[config.mk]
export PLATFORM = sky130hd
export DESIGN_NAME = pulse_ratio_rx
export DESIGN_NICKNAME = d
export VERILOG_FILES = /design/src/rtl/prx_pkg.sv /design/src/rtl/prx_run_timer.sv /design/src/rtl/prx_bit_judge.sv /design/src/rtl/prx_ack_gen.sv /design/src/rtl/pulse_ratio_rx.sv
export SDC_FILE = /design/constraint.sdc
export NUM_CORES = 1
export LEC_CHECK = 0
export ABC_AREA = 1
export ABC_CLOCK_PERIOD_IN_PS = 3000
export CORE_MARGIN = 5
export CORE_UTILIZATION = 55
export DETAILED_ROUTE_END_ITERATION = 16
export PLACE_DENSITY = 0.73
export REMOVE_ABC_BUFFERS = 1
export SYNTH_ARGS = -nofsm -noshare
export SYNTH_HDL_FRONTEND = slang
export SYNTH_SLANG_ARGS = --single-unit
[constraint.sdc]
create_clock -name clk -period 3 [get_ports clk]
set_input_delay 0.75 -clock clk [delete_from_list [all_inputs] [get_ports clk]]
set_output_delay 0.75 -clock clk [all_outputs]
set_load 0.05 [all_outputs]
[src/rtl/prx_pkg.sv]
// Shared constants and state types for the pulse-ratio command receiver.
// Assumes a two-byte command: address byte, then data byte.
package prx_pkg;
    localparam int BYTE_W = 8;
    localparam int LVL_W  = 5;

    typedef enum logic [1:0] {S_IDLE, S_LOW, S_HIGH, S_ACK} rx_state_t;
    typedef enum logic [1:0] {A_OFF, A_DLY, A_DRV} ack_phase_t;
endpackage

[src/rtl/prx_run_timer.sv]
// Detects edges on the sampled line and measures how long the current
// phase has lasted, in timebase ticks. The count saturates at all-ones.
// Assumes line_in is already synchronised to clk.
module prx_run_timer #(
    parameter int CNT_W = 10
) (
    input  logic             clk,
    input  logic             rst_n,
    input  logic             tick,
    input  logic             line_in,
    output logic             fall,
    output logic             rise,
    output logic [CNT_W-1:0] run_cnt
);
    localparam logic [CNT_W-1:0] RUN_MAX = '1;

    logic             line_q;
    logic [CNT_W-1:0] run_q;

    // Edge history and phase length; on an edge the count restarts with the current tick.
    always_ff @(posedge clk) begin
        if (!rst_n) begin
            line_q <= 1'b1;
            run_q  <= '0;
        end else begin
            line_q <= line_in;
            if (line_q != line_in)
                run_q <= {{(CNT_W-1){1'b0}}, tick};
            else if (tick && run_q != RUN_MAX)
                run_q <= run_q + 1'b1;
        end
    end

    assign fall    = line_q & ~line_in;
    assign rise    = ~line_q & line_in;
    assign run_cnt = run_q;
endmodule

[src/rtl/prx_bit_judge.sv]
// Classifies one bit from its low and high durations using 2:1 ratios.
// If neither output is set, the ratio is ambiguous.
module prx_bit_judge #(
    parameter int CNT_W = 10
) (
    input  logic [CNT_W-1:0] low_len,
    input  logic [CNT_W-1:0] high_len,
    output logic             is_one,
    output logic             is_zero
);
    localparam int WW = CNT_W + 1;

    logic [WW-1:0] lo_x, hi_x, lo_dbl, hi_dbl;

    // Widen both durations and compare each against twice the other.
    always_comb begin
        lo_x    = {1'b0, low_len};
        hi_x    = {1'b0, high_len};
        lo_dbl  = {low_len, 1'b0};
        hi_dbl  = {high_len, 1'b0};
        is_one  = (hi_x >= lo_dbl);
        is_zero = (lo_x >= hi_dbl);
    end
endmodule

[src/rtl/prx_ack_gen.sv]
// After a start pulse, waits DLY ticks and then asserts pull for LEN ticks.
// Assumes DLY >= 1 and LEN >= 1. busy stays high from the start pulse until release.
module prx_ack_gen
    import prx_pkg::*;
#(
    parameter int TW  = 10,
    parameter int DLY = 2,
    parameter int LEN = 512
) (
    input  logic clk,
    input  logic rst_n,
    input  logic tick,
    input  logic start,
    output logic pull,
    output logic busy
);
    localparam logic [TW-1:0] DLY_M1 = TW'(DLY - 1);
    localparam logic [TW-1:0] LEN_M1 = TW'(LEN - 1);

    ack_phase_t    ph_q;
    logic [TW-1:0] cnt_q;

    // Steps through delay and drive phases, counting ticks in each.
    always_ff @(posedge clk) begin
        if (!rst_n) begin
            ph_q  <= A_OFF;
            cnt_q <= '0;
        end else begin
            case (ph_q)
                A_OFF: if (start) begin
                    ph_q  <= A_DLY;
                    cnt_q <= '0;
                end
                A_DLY: if (tick) begin
                    if (cnt_q == DLY_M1) begin
                        ph_q  <= A_DRV;
                        cnt_q <= '0;
                    end else begin
                        cnt_q <= cnt_q + 1'b1;
                    end
                end
                A_DRV: if (tick) begin
                    if (cnt_q == LEN_M1) ph_q  <= A_OFF;
                    else                 cnt_q <= cnt_q + 1'b1;
                end
                default: ph_q <= A_OFF;
            endcase
        end
    end

    assign pull = (ph_q == A_DRV);
    assign busy = (ph_q != A_OFF);
endmodule

[src/rtl/pulse_ratio_rx.sv]
// Top level of the pulse-ratio command receiver. It frames bytes between
// start and end-of-stream, assembles the address and data bytes, qualifies
// the frame, loads the level and requests the acknowledge. Assumes the host
// keeps every high phase inside a byte shorter than EOS_TICKS.
module pulse_ratio_rx
    import prx_pkg::*;
#(
    parameter int          CNT_W           = 10,
    parameter int          START_TICKS     = 2,
    parameter int          EOS_TICKS       = 16,
    parameter int          ACK_DELAY_TICKS = 2,
    parameter int          ACK_LEN_TICKS   = 512,
    parameter logic [7:0]  DEV_ADDR        = 8'h72,
    parameter logic [1:0]  SUB_SEL         = 2'b00
) (
    input  logic             clk,
    input  logic             rst_n,
    input  logic             tick,
    input  logic             line_in,
    output logic             line_pull,
    output logic [LVL_W-1:0] level_q,
    output logic             level_valid
);
    localparam logic [CNT_W-1:0] START_C = CNT_W'(START_TICKS);
    localparam logic [CNT_W-1:0] EOS_C   = CNT_W'(EOS_TICKS);
    localparam int ACK_MAX = (ACK_LEN_TICKS > ACK_DELAY_TICKS) ? ACK_LEN_TICKS : ACK_DELAY_TICKS;
    localparam int ACK_TW  = $clog2(ACK_MAX + 1);
    localparam int PR_W    = $clog2(ACK_LEN_TICKS + 2);
    localparam logic [PR_W-1:0] PR_LIM = PR_W'(ACK_LEN_TICKS);
    localparam logic [PR_W-1:0] PR_MAX = '1;

    logic             fall, rise, is_one, is_zero, ack_busy;
    logic [CNT_W-1:0] run_cnt;

    rx_state_t           st_q;
    logic [CNT_W-1:0]    low_q;
    logic [BYTE_W-2:0]   sh_q;
    logic [3:0]          nbits_q;
    logic                byte_sel_q, addr_ok_q, bad_q;

    logic                bit_bad, eos_hit, byte_ok, frame_ok, ack_start;
    logic [BYTE_W-1:0]   byte_next;
    logic [3:0]          count_next;

    prx_run_timer #(.CNT_W(CNT_W)) u_timer (
        .clk(clk), .rst_n(rst_n), .tick(tick), .line_in(line_in),
        .fall(fall), .rise(rise), .run_cnt(run_cnt)
    );

    prx_bit_judge #(.CNT_W(CNT_W)) u_judge (
        .low_len(low_q), .high_len(run_cnt), .is_one(is_one), .is_zero(is_zero)
    );

    prx_ack_gen #(.TW(ACK_TW), .DLY(ACK_DELAY_TICKS), .LEN(ACK_LEN_TICKS)) u_ack (
        .clk(clk), .rst_n(rst_n), .tick(tick), .start(ack_start),
        .pull(line_pull), .busy(ack_busy)
    );

    // Decodes the pending bit and works out whether the byte and the frame qualify.
    always_comb begin
        bit_bad    = !is_one && !is_zero;
        eos_hit    = (st_q == S_HIGH) && line_in && (run_cnt >= EOS_C);
        byte_next  = {sh_q, is_one};
        count_next = nbits_q + 4'd1;
        byte_ok    = (count_next == 4'd8) && !bad_q && !bit_bad;
        frame_ok   = byte_sel_q && addr_ok_q && byte_ok && (byte_next[6:5] == SUB_SEL);
        ack_start  = eos_hit && frame_ok && byte_next[7];
    end

    // Framing state machine: start, low phase, high phase, byte close, acknowledge.
    always_ff @(posedge clk) begin
        if (!rst_n) begin
            st_q        <= S_IDLE;
            low_q       <= '0;
            sh_q        <= '0;
            nbits_q     <= '0;
            byte_sel_q  <= 1'b0;
            addr_ok_q   <= 1'b0;
            bad_q       <= 1'b0;
            level_q     <= '0;
            level_valid <= 1'b0;
        end else begin
            level_valid <= 1'b0;
            case (st_q)
                S_IDLE: if (fall && run_cnt >= START_C) begin
                    st_q    <= S_LOW;
                    sh_q    <= '0;
                    nbits_q <= '0;
                    bad_q   <= 1'b0;
                end
                S_LOW: if (rise) begin
                    low_q <= run_cnt;
                    st_q  <= S_HIGH;
                end
                S_HIGH: begin
                    if (fall) begin
                        sh_q <= byte_next[BYTE_W-2:0];
                        if (nbits_q != 4'd8) nbits_q <= count_next;
                        bad_q <= bad_q | bit_bad | (nbits_q == 4'd8);
                        st_q  <= S_LOW;
                    end else if (eos_hit) begin
                        st_q <= S_IDLE;
                        if (!byte_sel_q) begin
                            if (count_next == 4'd8) begin
                                byte_sel_q <= 1'b1;
                                addr_ok_q  <= byte_ok && (byte_next == DEV_ADDR);
                            end
                        end else begin
                            byte_sel_q <= 1'b0;
                            if (frame_ok) begin
                                level_q     <= byte_next[LVL_W-1:0];
                                level_valid <= 1'b1;
                            end
                            if (ack_start) st_q <= S_ACK;
                        end
                    end
                end
                S_ACK: if (!ack_busy) st_q <= S_IDLE;
                default: st_q <= S_IDLE;
            endcase
        end
    end

    // Checker aid: length of the current pull-down run, in ticks.
    logic [PR_W-1:0] pull_run_q;
    always_ff @(posedge clk) begin
        if (!rst_n || !line_pull) pull_run_q <= '0;
        else if (tick && pull_run_q != PR_MAX) pull_run_q <= pull_run_q + 1'b1;
    end

    a_r9_valid_single: assert property (@(posedge clk) disable iff (!rst_n)
        level_valid |=> !level_valid);
    a_r9_level_holds: assert property (@(posedge clk) disable iff (!rst_n)
        !level_valid |-> $stable(level_q));
    a_r2_valid_from_eos: assert property (@(posedge clk) disable iff (!rst_n)
        level_valid |-> ($past(st_q) == S_HIGH));
    a_r6_pull_in_ack: assert property (@(posedge clk) disable iff (!rst_n)
        line_pull |-> (st_q == S_ACK));
    a_r6_pull_bounded: assert property (@(posedge clk) disable iff (!rst_n)
        pull_run_q <= PR_LIM);
endmodule

# Yosys cells after proc, flatten, opt, wreduce, memory -nomap -nowiden
# Index checks and enable logic that the tools add are counted.
# classes
add_sub_neg	3
n_mul	0
n_div	0
magnitude_cmp	4
eq_ne	25
shifts	0
mux	35
bitwise	11
n_reduce_logical	35
# op_table
operator	count
$mux W10	5
$pmux W10 S3	1
$mux W2	12
$ge A10 B11 Y1	2
$add A10 B1 Y10 const B	2
$reduce_and A5 Y1	4
$ne A2 B2 Y1 const B	8
$mux W7	2
$pmux W7 S2	1
$logic_and A1 B1 Y1	13
$mux W4	3
$eq A10 B1 Y1 const B	1
$eq A10 B9 Y1 const B	1
$ge A10 B2 Y1 const B	1
$ge A10 B5 Y1 const B	1
$ne A10 B10 Y1 const B	1
$eq A4 B4 Y1 const B	2
$eq A8 B7 Y1 const B	1
$pmux W2 S4	1
$pmux W4 S2	1
$reduce_and A4 Y1	2
$mux W1	7
$not A1 Y1	7
$eq A2 B2 Y1 const B	3
18 further kinds	31
# word_totals
reg_bits	55
latchBits	0
ram_bits	0
mem_bits_ro	0
in_bits	4
output_inout_bits	7
mem_count	0

# Longest topological paths before layout
# logic_depth
depth_word	14
mapped_depth	18
ltp_nobuf	17

# By module
# A second synthesis with hierarchy kept.
# hier_totals
cells_unflattened	566
area_unflattened_um2	3731.1
# by_module_without_submodules
module	instances	cells_each	area_per_inst_um2	seq_area_each_um2
pulse_ratio_rx	1	226	1574.0	640.6
prx_ack_gen	1	141	913.4	240.2
prx_run_timer	1	100	689.4	220.2
prx_bit_judge	1	99	554.3	0.0

# Worst setup path after synthesis
# OpenSTA, ideal clock, no wires.
# synth_timing
kind	input port to flip-flop
start	input port line_in
end	register nbits_q[3]
setup_time_ns	0.116
arrival_time_ns	1.878
required_time_ns	2.884
setup_slack_ns	1.006
stages	7
path_buffers	0
path_cell_list	inv_1 > ha_1 > inv_1 > nor2_4 > o221ai_1 > clkinv_1 > o211a_1
# synth_between
elab_chain_len	5
word_cells_on_any_way	6
cone_classes	eq/ne: 2; bitwise: 2; reduce/logical: 2
# synth_lines
item	line	text
from (decl)	pulse_ratio_rx.sv:19	input logic line_in,
$not A1 Y1 *	prx_run_timer.sv:34	assign fall = line_q & ~line_in;
$and A1 B1 Y1 *	prx_run_timer.sv:34	
$logic_and A1 B1 Y1	pulse_ratio_rx.sv:85	S_IDLE: if (fall && run_cnt >= START_C) begin
$ne A2 B2 Y1 (no line)	-	
$reduce_and A4 Y1 (no line) *	-	
to (signal assigned)	pulse_ratio_rx.sv:98	if (nbits_q != 4'd8) nbits_q <= count_next;
to (decl)	pulse_ratio_rx.sv:38	logic [3:0] nbits_q;
# Every way passes the cells marked *; elsewhere a longest branch is shown, timed or not.
# A chain may end at the register's enable or synchronous reset.

# Worst setup path after layout
# layout_timing
start	register u_ack.ph_q[0]
end	output port line_pull
# layout_between
elab_chain_len	1
# layout_lines
item	line	text
from (decl)	prx_ack_gen.sv:20	ack_phase_t ph_q;
from (signal assigned)	prx_ack_gen.sv:26	ph_q <= A_OFF;
from (signal assigned)	prx_ack_gen.sv:31	ph_q <= A_DLY;
from (signal assigned)	prx_ack_gen.sv:36	ph_q <= A_DRV;
$eq A2 B2 Y1	prx_ack_gen.sv:51	assign pull = (ph_q == A_DRV);
to (decl)	pulse_ratio_rx.sv:20	output logic line_pull,
# Every way passes these cells.

==> qor.csv <==
stage,metric,value,unit
clock_tree,worst skew pair latency,0.31,ns
floorplan,Top Ports,11,
global_route,gr busiest metal,met2,
floorplan,Die W,88.00,um
power,static leakage,1.595,nW
global_route,vias in the first global route,2772,
detailed_routing,number of remaining DRC errors,0,
power,Switching Power,876.2,uW
min_path,worst hold path cell count,2,
worst_setup_path,"Max FO, Critical Path",4,
clock_tree,CTS Buf Count,5,
detailed_routing,initial drt markers,116,
worst_setup_path,CP required,2.25,ns
floorplan,die span in y,88.00,um
timing,skew final,0.007515,ns
clock_tree,CTS Sinks,55,
floorplan,row count,28,
detailed_routing,vias per cell,5.146,
detailed_routing,DRT Pass-1 Iters,4,
cells_and_area,Area Growth Syn to Fin,8.115,%
floorplan,core area,5921,um2
timing,Max Slew Vio Count,0,
worst_setup_path,WP data arrival,1.79,ns
detailed_routing,total number of vias,2928,
logic_synthesis,Post-synth EDFFs,0,
worst_setup_path,kind of critical path,reg -> out,
power,Clock Power Share,20.5,%
timing,fin crit period,2.539,ns
timing,"Period Utilization, post-route",84.64,%
power,PD cells,592.9,nW/um2
global_route,antenna violations before repair,0,
cells_and_area,layout cells sized above 1,9.514,%
clock_tree,H-tree depth,2,
clock_tree,setup bufs post-CTS,0,
worst_setup_path,worst reg2reg endpoint,level_q[0],
timing,FMAX,0.3938,GHz
clock_tree,clk root buf,clkbuf_8,
timing,actual slew at the worst max-slew pin,0.5405,ns
clock_tree,CTS resizes,0,
timing,final hold violations,0,
worst_setup_path,Reg2Reg Launch Point,u_timer.run_cnt[5],
worst_setup_path,r2r worst-path depth,15,
logic_synthesis,Syn Std Cell Area,3346,um2
logic_synthesis,register area share after synthesis,32.91,%
place,Placer Congestion,0.8530,
cells_and_area,# diodes,0,
floorplan,Starting Density,56.51,%
power,Comb power frac,37.9,%
clock_tree,Clock transition at path regs,0.11,ns
power,Peak supply drop,0.0003479,V
cells_and_area,Final nets,526,
logic_synthesis,syn_area_per_cell,6.941,um2
clock_tree,cts hold-fix bufs,0,
global_route,grt total ovfl,0,
min_path,Hold WC Path Type,reg -> reg,
place,PortBufs,10,
worst_setup_path,crit path capture,line_pull,
global_route,Tot GR Track Use,19.61,%
timing,setup TNS,0,ns
timing,Setup-failing EPs final,0,
logic_synthesis,"Async S/R FF share, synth",0,%
place,pre-CTS WS,0.2158,ns
global_route,largest net degree at the start of global routing,24,
power,sequential power share,41.6,%
flow_run,Max-cap violations,0,
timing,Slew headroom,63.97,%
detailed_routing,WL per Instance,11.97,um
global_route,global routing usage on met1,26.71,%
power,switch share,40.85,%
logic_synthesis,Yosys reg bits,55,
logic_synthesis,yosys warns,0,
floorplan,Die ar.,7743,um2
timing,RSZ-0062 raised after global routing,false,
worst_setup_path,R2R setup slack,0.63,ns
clock_tree,Clock Path Buffers,2,
worst_setup_path,CP Launch Type,flop,
logic_synthesis,post-synth cell types,38,
logic_synthesis,Syn Inst Count,482,
detailed_routing,final WL,6812,um
worst_setup_path,CP endpoint kind,output pin,
worst_setup_path,critical path launch point,u_ack.ph_q[0],
global_route,grt met3 use,2.822,%
global_route,M2 GR Usage,31.71,%
global_route,first-pass GRT wire length,12360,um
power,Power Internal,1.269,mW
place,Detailed Place HPWL,5212,um
detailed_routing,Antenna Violating Nets Remaining,0,
clock_tree,CTS tree,yes,
run_status,outcome,completed,
timing,min setup slack post-route,0.4608,ns
logic_synthesis,"Top FF cell, synth",dfxtp_1,
==> critical path: stages, from the launching register on <==
cell and delay, ns:
dfxtp_1 0.33, inv_1 0.09, ha_1 0.23, clkdlybuf4s50_1 0.82
==> stage by stage <==
stage	cells	hold WS, ns	instance area, um2	total power, mW	util, %
6_report	569	0.4906	3617	2.145	61.09
5_1_grt	569	0.5214	3617	2.335	61.09
4_1_cts	569	0.4925	3617	2.167	61.09
3_5_place_dp	561	0.4693	3522	1.718	59.49
3_3_place_gp	561	0.4610	3522	1.697	59.49
2_1_floorplan	472	0.4467	3298	1.548	-
==> layer usage <==
metal	vias up	share of wire (%)
met3	9	3.1
li1	1576	-
met2	40	45
met4	0	1.4
met1	1303	50
met5	-	0
==> placed cells by master (no fill, tap or decap), types with 5 or more instances in the layout <==
cell,count
nand2_2,10
clkdlybuf4s50_1,10
o21ai_0,27
xor2_1,5
nand2_1,100
ha_1,29
dfxtp_1,55
inv_1,72
nand3_1,22
inv_2,8
nor2_1,46
a21oi_1,39
clkbuf_8,5
nor2_2,6
nand4_1,15
nor3_1,9
==> sequential cells by signal (all words and copies together), names as in the netlist <==
name and cells:
low_q 10, u_ack.cnt_q 10, u_timer.run_cnt 10, sh_q 7, level_q 5, nbits_q 4, st_q 2, u_ack.ph_q 2
addr_ok_q 1, bad_q 1, byte_sel_q 1, level_valid 1, u_timer.line_q 1
==> kinds of logic after synthesis <==
group / count (synthesis) / synth area share, %
and+or+nand+nor: 223 / 31.56
AOI/OAI and AO/OA: 79 / 12.87
buffers and inverters: 91 / 10.51
DFF: 55 / 32.91
xor gates and xnor gates: 5 / 1.309
adders and majority gates: 29 / 10.85
==> cells in the mapped netlist (all sizes together) (2+ instances only) <==
cell	number	area, um2
dfxtp	55	1101
nand4	16	115.1
or2	2	12.51
a211oi	4	30.03
nor3b	2	15.01
a21oi	40	204.0
buf	3	21.27
nand3	23	127.6
nand3b	2	15.01
nand2	111	449.2
ha	29	362.9
nor3	11	71.32
inv	80	300.3
o21ai	28	140.1
nor2	55	244.0
xor2	5	43.79
clkbuf	7	26.28
==> layout make-up <==
cell class	count	area, um2
Clock buffer	5	68.82
Sequential cell	55	1101
Timing Repair Buffer	14	130.1
Tap cell	75	93.84
Inverter	81	304.0
Multi-Input combinational cell	336	1893
Clock inverter	3	26.28
Fill cell	531	2303
==> power by group through the flow <==
stage | combinational (mW) | clock (mW) | sequential [mW]
CTS | 0.816 | 0.460 | 0.891
floorplan | 0.661 | 0 | 0.888
global placement | 0.794 | 0 | 0.903
detailed placement | 0.811 | 0 | 0.907
global route | 0.940 | 0.490 | 0.905
finish | 0.813 | 0.439 | 0.893
==> worst min path at each step <==
| stage | slack, ns | to | startpoint |
|---|---|---|---|
| after floorplan | 0.45 | low_q[0] | low_q[0] |
| after global placement | 0.46 | level_q[0] | level_q[0] |
| after detailed placement | 0.47 | level_q[0] | level_q[0] |
| after CTS | 0.49 | bad_q | bad_q |
| after global routing | 0.52 | level_q[0] | level_q[0] |
| final | 0.49 | level_q[0] | level_q[0] |
Power figures use the tool's default switching activity.
